===== config.mk =====
export PLATFORM = sky130hd
export DESIGN_NAME = adc_conv_seq
export DESIGN_NICKNAME = d
export VERILOG_FILES = /design/src/rtl/adc_conv_seq.sv
export SDC_FILE = /design/constraint.sdc
export NUM_CORES = 1
export LEC_CHECK = 0
export ABC_AREA = 1
export CELL_PAD_IN_SITES_DETAIL_PLACEMENT = 1
export CELL_PAD_IN_SITES_GLOBAL_PLACEMENT = 1
export CORE_UTILIZATION = 46
export CTS_CLUSTER_DIAMETER = 120
export DETAILED_ROUTE_END_ITERATION = 12
export PLACE_DENSITY = 0.9
export SYNTH_ARGS = -nofsm -noshare
export SYNTH_HDL_FRONTEND = slang
export SYNTH_SLANG_ARGS = --single-unit
export TNS_END_PERCENT = 50

===== constraint.sdc =====
create_clock -name clk -period 3.58 [get_ports clk]
set_clock_uncertainty 0.2 [all_clocks]
set_input_delay 1.074 -clock clk [delete_from_list [all_inputs] [get_ports clk]]
set_output_delay 1.074 -clock clk [all_outputs]
set_load 0.02 [all_outputs]

===== src/rtl/adc_conv_seq.sv =====
module adc_conv_seq #(
  parameter int DIV_W       = 4,
  parameter int CSW_CLKS    = 6,
  parameter int EOC_TO_CLKS = 300
) (
  input  logic             clk,
  input  logic             rst_n,
  input  logic             start,
  input  logic [7:0]       cmd,
  input  logic             int_mode,
  input  logic [DIV_W-1:0] half_div,
  input  logic             abort,
  input  logic             dout,
  input  logic             eoc,
  output logic             cs_n,
  output logic             sclk,
  output logic             din,
  output logic [15:0]      result,
  output logic             result_valid,
  output logic             timeout,
  output logic             busy
);

  localparam int WW = $clog2(EOC_TO_CLKS + 1);
  localparam int GW = $clog2(CSW_CLKS + 1);
  localparam logic [WW-1:0] WAIT_LAST  = WW'(EOC_TO_CLKS - 1);
  localparam logic [GW-1:0] GUARD_LAST = GW'(CSW_CLKS - 1);

  typedef enum logic [1:0] {S_IDLE, S_RUN, S_WAIT, S_GUARD} st_t;

  st_t              st;
  logic [DIV_W-1:0] div_q, hcnt;
  logic [5:0]       ecnt;
  logic [7:0]       cmd_sh;
  logic [15:0]      cap;
  logic             mode_q, pend;
  logic [2:0]       eoc_q;
  logic [WW-1:0]    wcnt;
  logic [GW-1:0]    gcnt;

  wire [DIV_W-1:0] eff      = (half_div == '0) ? DIV_W'(1) : half_div;
  wire             eoc_fall = eoc_q[2] & ~eoc_q[1];
  wire [5:0]       last_e   = mode_q ? 6'd24 : 6'd32;
  wire             cap_win  = mode_q ? (ecnt >= 6'd8) : (ecnt >= 6'd16);
  wire             tick     = (hcnt == div_q - DIV_W'(1));

  assign din  = cmd_sh[7];
  assign busy = (st != S_IDLE);

  always_ff @(posedge clk or negedge rst_n) begin
    if (!rst_n) begin
      st <= S_IDLE;
      cs_n <= 1'b1;
      sclk <= 1'b0;
      cmd_sh <= '0;
      div_q <= DIV_W'(1);
      hcnt <= '0;
      ecnt <= '0;
      cap <= '0;
      mode_q <= 1'b0;
      pend <= 1'b0;
      eoc_q <= '0;
      wcnt <= '0;
      gcnt <= '0;
      result <= '0;
      result_valid <= 1'b0;
      timeout <= 1'b0;
    end else begin
      result_valid <= 1'b0;
      eoc_q <= {eoc_q[1:0], eoc};
      case (st)
        S_IDLE: if (start) begin
          st <= S_RUN;
          cs_n <= 1'b0;
          sclk <= 1'b0;
          cmd_sh <= cmd;
          mode_q <= int_mode;
          div_q <= eff;
          hcnt <= '0;
          ecnt <= '0;
          timeout <= 1'b0;
        end
        S_RUN: if (abort) begin
          cs_n <= 1'b1;
          sclk <= 1'b0;
          cmd_sh <= '0;
          gcnt <= '0;
          st <= S_GUARD;
        end else if (tick) begin
          hcnt <= '0;
          sclk <= ~sclk;
          if (!sclk) begin
            ecnt <= ecnt + 6'd1;
            if (cap_win) cap <= {cap[14:0], dout};
          end else begin
            cmd_sh <= {cmd_sh[6:0], 1'b0};
            if (ecnt == last_e) begin
              cs_n <= 1'b1;
              pend <= 1'b1;
              gcnt <= '0;
              st <= S_GUARD;
            end else if (mode_q && ecnt == 6'd8) begin
              wcnt <= '0;
              st <= S_WAIT;
            end
          end
        end else begin
          hcnt <= hcnt + DIV_W'(1);
        end
        S_WAIT: if (abort) begin
          cs_n <= 1'b1;
          cmd_sh <= '0;
          gcnt <= '0;
          st <= S_GUARD;
        end else if (eoc_fall) begin
          hcnt <= '0;
          st <= S_RUN;
        end else if (wcnt == WAIT_LAST) begin
          cs_n <= 1'b1;
          timeout <= 1'b1;
          gcnt <= '0;
          st <= S_GUARD;
        end else begin
          wcnt <= wcnt + WW'(1);
        end
        default: begin
          if (pend) begin
            result <= cap;
            result_valid <= 1'b1;
            pend <= 1'b0;
          end
          gcnt <= gcnt + GW'(1);
          if (gcnt == GUARD_LAST) st <= S_IDLE;
        end
      endcase
    end
  end

endmodule


Word-level counts from Yosys, hierarchy flattened
Cells that the tools add are included.
{"block": "classes", "add_sub_neg": 5, "n_lt_le_gt_ge": 2, "eq_ne": 28, "muxes": 66, "bitwise_logic": 7, "reduce_logical": 24}
{"operator": "2-to-1 mux 9 bit", "n": 8}
{"operator": "2-to-1 mux 8 bit", "n": 5}
{"operator": "2-to-1 mux 6 bit", "n": 5}
{"operator": "AND reduction 5 bit", "n": 6}
{"operator": "inequality test 2 bit (second input constant)", "n": 14}
{"operator": "2-to-1 mux 4 bit", "n": 6}
{"operator": "one-hot mux 8 bit (3 select lines)", "n": 1}
{"operator": "2-to-1 mux 3 bit", "n": 7}
{"operator": "2-to-1 mux 2 bit", "n": 10}
{"operator": "one-hot mux 9 bit (2 select lines)", "n": 1}
{"operator": "2-to-1 mux 1 bit", "n": 15}
{"operator": "inequality test 3 bit (second input constant)", "n": 5}
{"operator": "one-hot mux 4 bit (3 select lines)", "n": 1}
{"operator": "one-hot mux 6 bit (2 select lines)", "n": 1}
{"operator": "AND reduction 6 bit", "n": 2}
{"operator": "adder 9 x 1 -> 9 bit (second input constant)", "n": 1}
{"operator": "== test 9 bit (second input constant)", "n": 1}
{"operator": "one-hot mux 3 bit (3 select lines)", "n": 1}
{"operator": "AND reduction 9 bit", "n": 1}
{"operator": "inequality test 4 bit (second input constant)", "n": 2}
{"operator": "nonzero test 2 bit", "n": 4}
{"operator": "AND reduction 7 bit", "n": 1}
{"operator": "adder 6 x 1 -> 6 bit (second input constant)", "n": 1}
{"operator": "== test 6 x 4 -> 1 bit (second input constant)", "n": 1}
{"operator": "other kinds (24)", "n": 32}
{"block": "word_totals", "reg_bits": 77, "inputBits": 19, "output_inout_bits": 22, "wordCells": 148}

Longest topological paths before layout
Gate-level depths: netlist of the first run.
{"block": "depth", "depth_word": 8, "mapped_depth": 14, "ltp_nobuf": 13}

Worst setup path after synthesis of the first run
No wires, ideal clock.
{"block": "synth_path", "kind": "input -> register", "startpoint": "in abort", "endpoint": "reg wcnt[5]", "setup_ns": 0.117, "t_arrival_ns": 1.898, "t_required_ns": 3.263, "slack_ns": 1.365, "stages": 8, "path_buffers": 0, "cell_sequence": "nand2_1 -> nand2_1 -> nor2_1 -> nand3_1 -> nor2_4 -> nand3_4 -> nand2_1 -> nand2_1"}
{"block": "synth_via", "elab_chain_len": 2, "word_cells_on_any_way": 3, "classes_between": "2 x eq/ne; 1 x reduce/logical"}
{"element": "start, declared", "line": "12", "source": "input logic abort,"}
{"element": "inequality test 2 bit (no source line)"}
{"element": "AND reduction 9 bit (no source line) (*)"}
{"element": "end signal, assigned", "line": "124", "source": "wcnt <= wcnt + WW'(1);"}
{"element": "end, declared", "line": "38", "source": "logic [WW-1:0] wcnt;"}
Mark *: on every way between the ends. The rest lies on a longest branch, timed or not.
A chain may end at the register's enable or synchronous reset.

Worst setup path in the final report of the first run
{"block": "layout_path", "startpoint": "reg st[0]", "endpoint": "out busy"}
{"block": "layout_via", "elab_chain_len": 1}
{"element": "start, declared", "line": "31", "source": "st_t st;"}
{"element": "start signal, assigned", "line": "52", "source": "st <= S_IDLE;"}
{"element": "start signal, assigned", "line": "73", "source": "st <= S_RUN;"}
{"element": "start signal, assigned", "line": "88", "source": "st <= S_GUARD;"}
{"element": "nonzero test 2 bit", "line": "48", "source": "assign busy = (st != S_IDLE);"}
{"element": "end, declared", "line": "21", "source": "output logic busy"}
Every way passes these cells.

==> flow_summary_export.csv, run 1 <==
group,metric,value,unit
placement,gp_congestion,0.819,
worst_setup_path,startpoint,"st[0]",
floorplanning,die-area,0.00898,mm2
worst_setup_path,critPathCaptureType,"output port",
clock_tree,cts-root-buf,"clkbuf_8",
clock_tree,cts_hold_buf,0,
power_and_ir_drop,p_leak,2.16,nW
drt,vias_per_cell,5.35,
logic_synthesis,yosysUniqueCellTypes,38,
logic_synthesis,ys_ff_latch,77,
worst_setup_path,critPathKind,"flip-flop to output port",
global_route,grt_usage,0.241,
min_path,hold_class,"flip-flop to flip-flop",
drt,drc,0,
flow_run,cap_violations,0,
clock_tree,cts_tree,"built",
worst_setup_path,arrival,1.90,ns
power_and_ir_drop,power_switching,0.00136,W
floorplanning,ios,41,
logic_synthesis,avgSynthCellArea,8.39,um2
clock_tree,cts_buffer_depth,2,
drt,drt_pre_antenna_iters,4,
worst_setup_path,r2r_setup_slack,0.89,ns
global_route,overflow,0,
power_and_ir_drop,pwr-share-seq,0.355,
power_and_ir_drop,p_comb_frac,0.420,
power_and_ir_drop,p_int,0.00185,W
drt,drtIter0Drc,221,
timing,tightest_slew,0.979,ns
timing,setup_violations,0,
cells_and_area,num_antenna_cells,0,
logic_synthesis,synth_fp_nets,502,
placement,io_buffers,40,
floorplanning,die-height,94.8,um
timing,fin_ws,0.406,ns
floorplanning,start_util,0.480,
logic_synthesis,async_reset_ff_frac,1.00,
global_route,grt_start_max_net_pins,78,
cells_and_area,drive_gt1_frac,0.109,
drt,finalWirelength,9740,um
clock_tree,htreeDepth,3,
cells_and_area,fin_nets,542,
power_and_ir_drop,p_clk_frac,0.225,
clock_tree,cts.sinks,77,
floorplanning,rows,33,
timing,fmax,315,MHz
timing,finalCritPeriodShare,0.887,
timing,slew_headroom,0.347,
timing,fin_setup_tns,0,ns
power_and_ir_drop,ir_worst_vdd,354,uV
clock_tree,clkTransAtPathRegs,0.08,ns
worst_setup_path,r2r_start,"st[1]",
global_route,grt_pass1_vias,3475,
timing,drv_slew,0,
clock_tree,post_cts_resized,0,
outcome,status,"finished clean",
logic_synthesis,synthFlopType,"dfrtp_1",
min_path,min_from,"eoc_q[0]",
power_and_ir_drop,swShare,0.424,
worst_setup_path,cp_data_required_time,2.31,ns
clock_tree,cts_inserted_buffers,9,
global_route,grt_pass1_wl,16600,um
clock_tree,post_cts_buffers,0,
logic_synthesis,syn_area,0.00396,mm2
timing,period_needed,3.17,ns
power_and_ir_drop,p_per_area,691,mW/mm2
floorplanning,die_w,94.8,um
logic_synthesis,syn_inst,472,
placement,place_hpwl,6900,um
drt,wl_per_cell,15.7,um
logic_synthesis,synth-edff-count,0,
placement,preCtsSetupSlack,0.477,ns
floorplanning,core,0.00826,mm2
logic_synthesis,ys_seq_area_frac,0.487,
global_route,antenna_found_initial,0,
worst_setup_path,start_kind,"flip-flop",
drt,routed-via-count,3325,
logic_synthesis,ys_warn_count,0,
timing,hold_viol,0,
cells_and_area,area_growth,17.1,%
clock_tree,clk_latency,0.36,ns
timing,rsz0062_at_grt,"false",
timing,holdWs,0.168,ns
drt,antenna_left,0,
worst_setup_path,cp_max_fo,6,
[worst max-delay path, stage by stage (launching register included)]
cell             delay (ns)
dfrtp_1                0.44
inv_1                  0.09
ha_1                   0.29
inv_1                  0.10
clkdlybuf4s50_1        0.61
[layer usage]
layer | part of all wire | GRT usage | up-vias
met1 | 0.45 | 0.314 | 1671
met3 | 0.023 | 0.0403 | 13
met4 | 0.017 | 0.0896 | 0
met5 | 0 | 0 | -
li1 | - | - | 1601
met2 | 0.51 | 0.402 | 40
[state kept, by name, summed over array words and instances (netlist names), 2 cells and up]
signal,count
cap,16
eoc_q,3
result,16
hcnt,4
st,2
cmd_sh,8
div_q,4
ecnt,6
gcnt,3
wcnt,9
[area by class of cell]
| class | count | area (um2) |
|---|---|---|
| fillers | 1005 | 3620 |
| clock inverters | 6 | 87.6 |
| clock buffers | 9 | 124 |
| repair buffers | 42 | 413 |
| inverters | 53 | 199 |
| flip-flops and latches | 77 | 1930 |
| well taps | 105 | 131 |
| multi-input cells | 329 | 1750 |
[Yosys cell counts, types with 2 or more instances]
cell type | instances | area, um2
nand2_1 | 134 | 503
dfrtp_1 | 75 | 1880
inv_1 | 47 | 176
nor2_1 | 29 | 109
nand3_1 | 28 | 140
o21ai_0 | 27 | 135
o21ai_1 | 22 | 110
ha_1 | 11 | 138
a21oi_1 | 9 | 45.0
o21ai_2 | 8 | 70.1
a32oi_1 | 7 | 61.3
nand2_2 | 6 | 37.5
nand4_1 | 6 | 37.5
xor2_1 | 6 | 52.6
buf_2 | 5 | 25.0
inv_2 | 5 | 18.8
xnor2_1 | 5 | 43.8
clkbuf_1 | 4 | 15.0
nor3_1 | 4 | 20.0
nand3_2 | 3 | 30.0
nand3b_1 | 3 | 22.5
nor2_4 | 3 | 33.8
a21oi_2 | 2 | 17.5
a31oi_1 | 2 | 12.5
buf_4 | 2 | 15.0
buf_6 | 2 | 22.5
dfstp_2 | 2 | 52.6
nand2_4 | 2 | 22.5
nor3b_1 | 2 | 15.0
or2_1 | 2 | 12.5
or2_2 | 2 | 12.5
[power by group through the flow]
stage	Clock (W)	Sequential (W)	Combinational (W)
after floorplan	0	0.00114	0.000996
after global placement	0	0.00114	0.00126
after detailed placement	0	0.00115	0.00133
after CTS	0.000735	0.00114	0.00136
after global routing	0.000771	0.00116	0.00151
final	0.000720	0.00114	0.00135
[cell usage in the layout (no fill, tap or decap), drive strengths merged]
cell type	n
buf	3
dfrtp	75
a31oi	2
nand2	142
nor2	33
nand3	32
clkinv	4
nand3b	3
xor2	6
or2	4
dfstp	2
inv	53
o211a	1
nor3	5
o21ai	58
ha	11
nand4	6
a21oi	11
clkdlybuf4s50	39
clkbuf	9
xnor2	5
bufinv	2
a32oi	7
nor3b	2
nor4	1
[cell families (layout without fill, tap and decap cells)]
kind of cell,Yosys count,count (layout),share of synthesized area
XOR/XNOR,11,11,0.0243
AND/OR/NAND/NOR,228,228,0.263
AO/OA/AOI/OAI,79,79,0.121
flip-flops,77,77,0.487
adder cells (fa/ha/maj),11,11,0.0348
buffers and inverters,66,110,0.0698
[per-stage QoR]
stage,total power [W],cell area (um2),instances,util
finish,0.00320,4640,621,0.562
detailed placement,0.00248,4430,606,0.536
floorplan,0.00214,3960,472,-
CTS,0.00323,4640,621,0.562
global placement,0.00240,4430,606,0.536
global route,0.00344,4640,621,0.562
[path summary, 6_finish.rpt]
kind | to | cells after the start
worst min register to register | eoc_q[1] | 0
worst max-delay path | busy | 4
max in group asynchronous | st[1] | 1
worst max register to register | cap[0] | 10
worst min-delay path | eoc_q[1] | 0
min in group asynchronous | ecnt[2] | 1
No activity file was read; power rests on OpenSTA's default activity.
==> run 2: changes to the inputs <==
CORE_UTILIZATION = 25   (was 46)
PLACE_DENSITY = 0.56   (was 0.9)
==> run 2 against run 1 <==
Effect of this change:
- sequential share of layout area shrank 2.3 points
- clock power grew 35%
- critical endpoint unchanged
- critical path depth is the same
- non-clock buffer count grew 2
- count of clock-buffer cells in the layout grew 3
- wire length shrank 0.13%
- worst hold slack lost 0.015 ns
- cell count grew 18%
- fmax grew 0.11%
- register-to-register slack gained 0.10 ns
==> flow_summary_export.csv, run 2 (synthesis gave the netlist of run 1 again) <==
group,metric,value,unit
timing,holdWs,0.153,ns
timing,period_needed,3.17,ns
global_route,overflow,0,
clock_tree,clk_latency,0.34,ns
power_and_ir_drop,ir_worst_vdd,248,uV
power_and_ir_drop,pwr-share-seq,0.331,
power_and_ir_drop,p_int,0.00207,W
worst_setup_path,critical-path-max-stage-delay,0.61,ns
clock_tree,cts_hold_buf,0,
outcome,status,"finished clean",
cells_and_area,design_area,0.00491,mm2
clock_tree,clkTransAtPathRegs,0.06,ns
worst_setup_path,arrival,1.90,ns
clock_tree,cts_buffer_depth,2,
cells_and_area,area_growth,23.9,%
clock_tree,post_cts_resized,0,
flow_run,cap_violations,0,
worst_setup_path,cp_max_fo,6,
timing,finalCritPeriodShare,0.886,
timing,hold_viol,0,
cells_and_area,seq_area,0.00193,mm2
drt,vias_per_cell,4.36,
timing,setup_violations,0,
floorplanning,die-height,128,um
drt,routed-via-count,3184,
floorplanning,start_util,0.259,
cells_and_area,fill_cells,1840,
power_and_ir_drop,p_leak,2.22,nW
worst_setup_path,start_kind,"flip-flop",
timing,fin_setup_tns,0,ns
drt,antenna_left,0,
timing,tightest_slew,0.895,ns
worst_setup_path,critPathCaptureType,"output port",
drt,drc,0,
drt,finalWirelength,9730,um
timing,fmax,315,MHz
global_route,grt_start_max_net_pins,45,
cells_and_area,fin_nets,544,
timing,rsz0062_at_grt,"false",
clock_tree,post_cts_buffers,0,
timing,slew_headroom,0.402,
cells_and_area,num_antenna_cells,0,
clock_tree,cts_tree,"built",
timing,drv_slew,0,
cells_and_area,largestRegisters,"cap x16, result x16, wcnt x9",
floorplanning,ios,41,
placement,dpl-instance-area,0.00459,mm2
cells_and_area,fin_util,0.320,
power_and_ir_drop,p_clk_frac,0.282,
worst_setup_path,cp_data_required_time,2.31,ns
power_and_ir_drop,swShare,0.400,
global_route,grt_pass1_wl,17200,um
placement,place_hpwl,7100,um
global_route,grt_usage,0.135,
cells_and_area,final_common_cell,"nand2_1",
clock_tree,cts-root-buf,"clkbuf_16",
floorplanning,die_w,128,um
power_and_ir_drop,p_comb_frac,0.387,
cells_and_area,multiInputGateArea,0.00175,mm2
placement,io_buffers,40,
worst_setup_path,cp_slowest_cell,"clkdlybuf4s50_1",
cells_and_area,drive_gt1_frac,0.114,
cells_and_area,final_cell_mix,"134 x nand2_1, 75 x dfrtp_1, 47 x inv_1",
min_path,hold_class,"flip-flop to flip-flop",
placement,gp_congestion,0.811,
floorplanning,rows,45,
power_and_ir_drop,power_switching,0.00138,W
worst_setup_path,crit_chain,"inv_1 -> ha_1 -> inv_1 -> clkdlybuf4s50_1",
floorplanning,core,0.0153,mm2
clock_tree,htreeDepth,3,
worst_setup_path,critPathKind,"flip-flop to output port",
floorplanning,die-area,0.0163,mm2
drt,wl_per_cell,13.3,um
drt,drt_pre_antenna_iters,4,
global_route,grt_pass1_vias,3436,
drt,drtIter0Drc,92,
worst_setup_path,cpMostUsedCell,"inv_1",
power_and_ir_drop,p_per_area,702,mW/mm2
clock_tree,cts.sinks,77,
global_route,antenna_found_initial,0,
clock_tree,cts_inserted_buffers,9,
run 2: changes by cell type in the layout (fill, tap and decap cells not counted), sizes merged:
cell and delta:
clkbuf +3, buf +2, clkinv -1, bufinv -1
run 2: through the flow:
step | std cells | worst slack (ns) | power, W
2_1_floorplan | 472 | 1.37 | 0.00214
3_3_place_gp | 714 | 0.580 | 0.00247
3_5_place_dp | 714 | 0.532 | 0.00250
4_1_cts | 730 | 0.381 | 0.00350
5_1_grt | 730 | 0.310 | 0.00372
6_report | 730 | 0.410 | 0.00344
run 2: path summary, 6_finish.rpt:
path,from,end,slack [ns],cells after the start
setup / recovery,st[0],busy,0.41,4
hold / removal,eoc_q[0],eoc_q[1],0.15,0
setup reg to reg,div_q[0],cmd_sh[3],0.99,10
hold reg to reg,eoc_q[0],eoc_q[1],0.15,0
max in group asynchronous,rst_n,cs_n,2.02,2
min in group asynchronous,rst_n,st[1],0.50,1
run 2: power by group through the flow:
stage               sequential, W  clock, W  combinational, W
finish                    0.00114  0.000969           0.00133
global route              0.00116   0.00103           0.00152
CTS                       0.00114   0.00100           0.00135
detailed placement        0.00116         0           0.00135
global placement          0.00115         0           0.00132
floorplan                 0.00114         0          0.000996
run 2: layout make-up:
class	instances	area share
clock buffer	12	0.0543
clock inverter	4	0.0107
inverter	53	0.0406
multi-input combinational	329	0.358
sequential	77	0.393
tap	211	0.0538
timing repair buffer	44	0.0898
run 2: worst max-delay path, delay by kind of cell (launching register included):
| kind | cells | cell delay [ns] |
|---|---|---|
| flops | 1 | 0.45 |
| fa+ha+maj | 1 | 0.29 |
| buf+inv | 3 | 0.81 |
run 2: per-layer routing:
metal | global-route usage | share of wire
met1 | 0.180 | 0.50
met5 | 0 | 0
met3 | 0.0179 | 0.018
met2 | 0.213 | 0.46
met4 | 0.0706 | 0.023
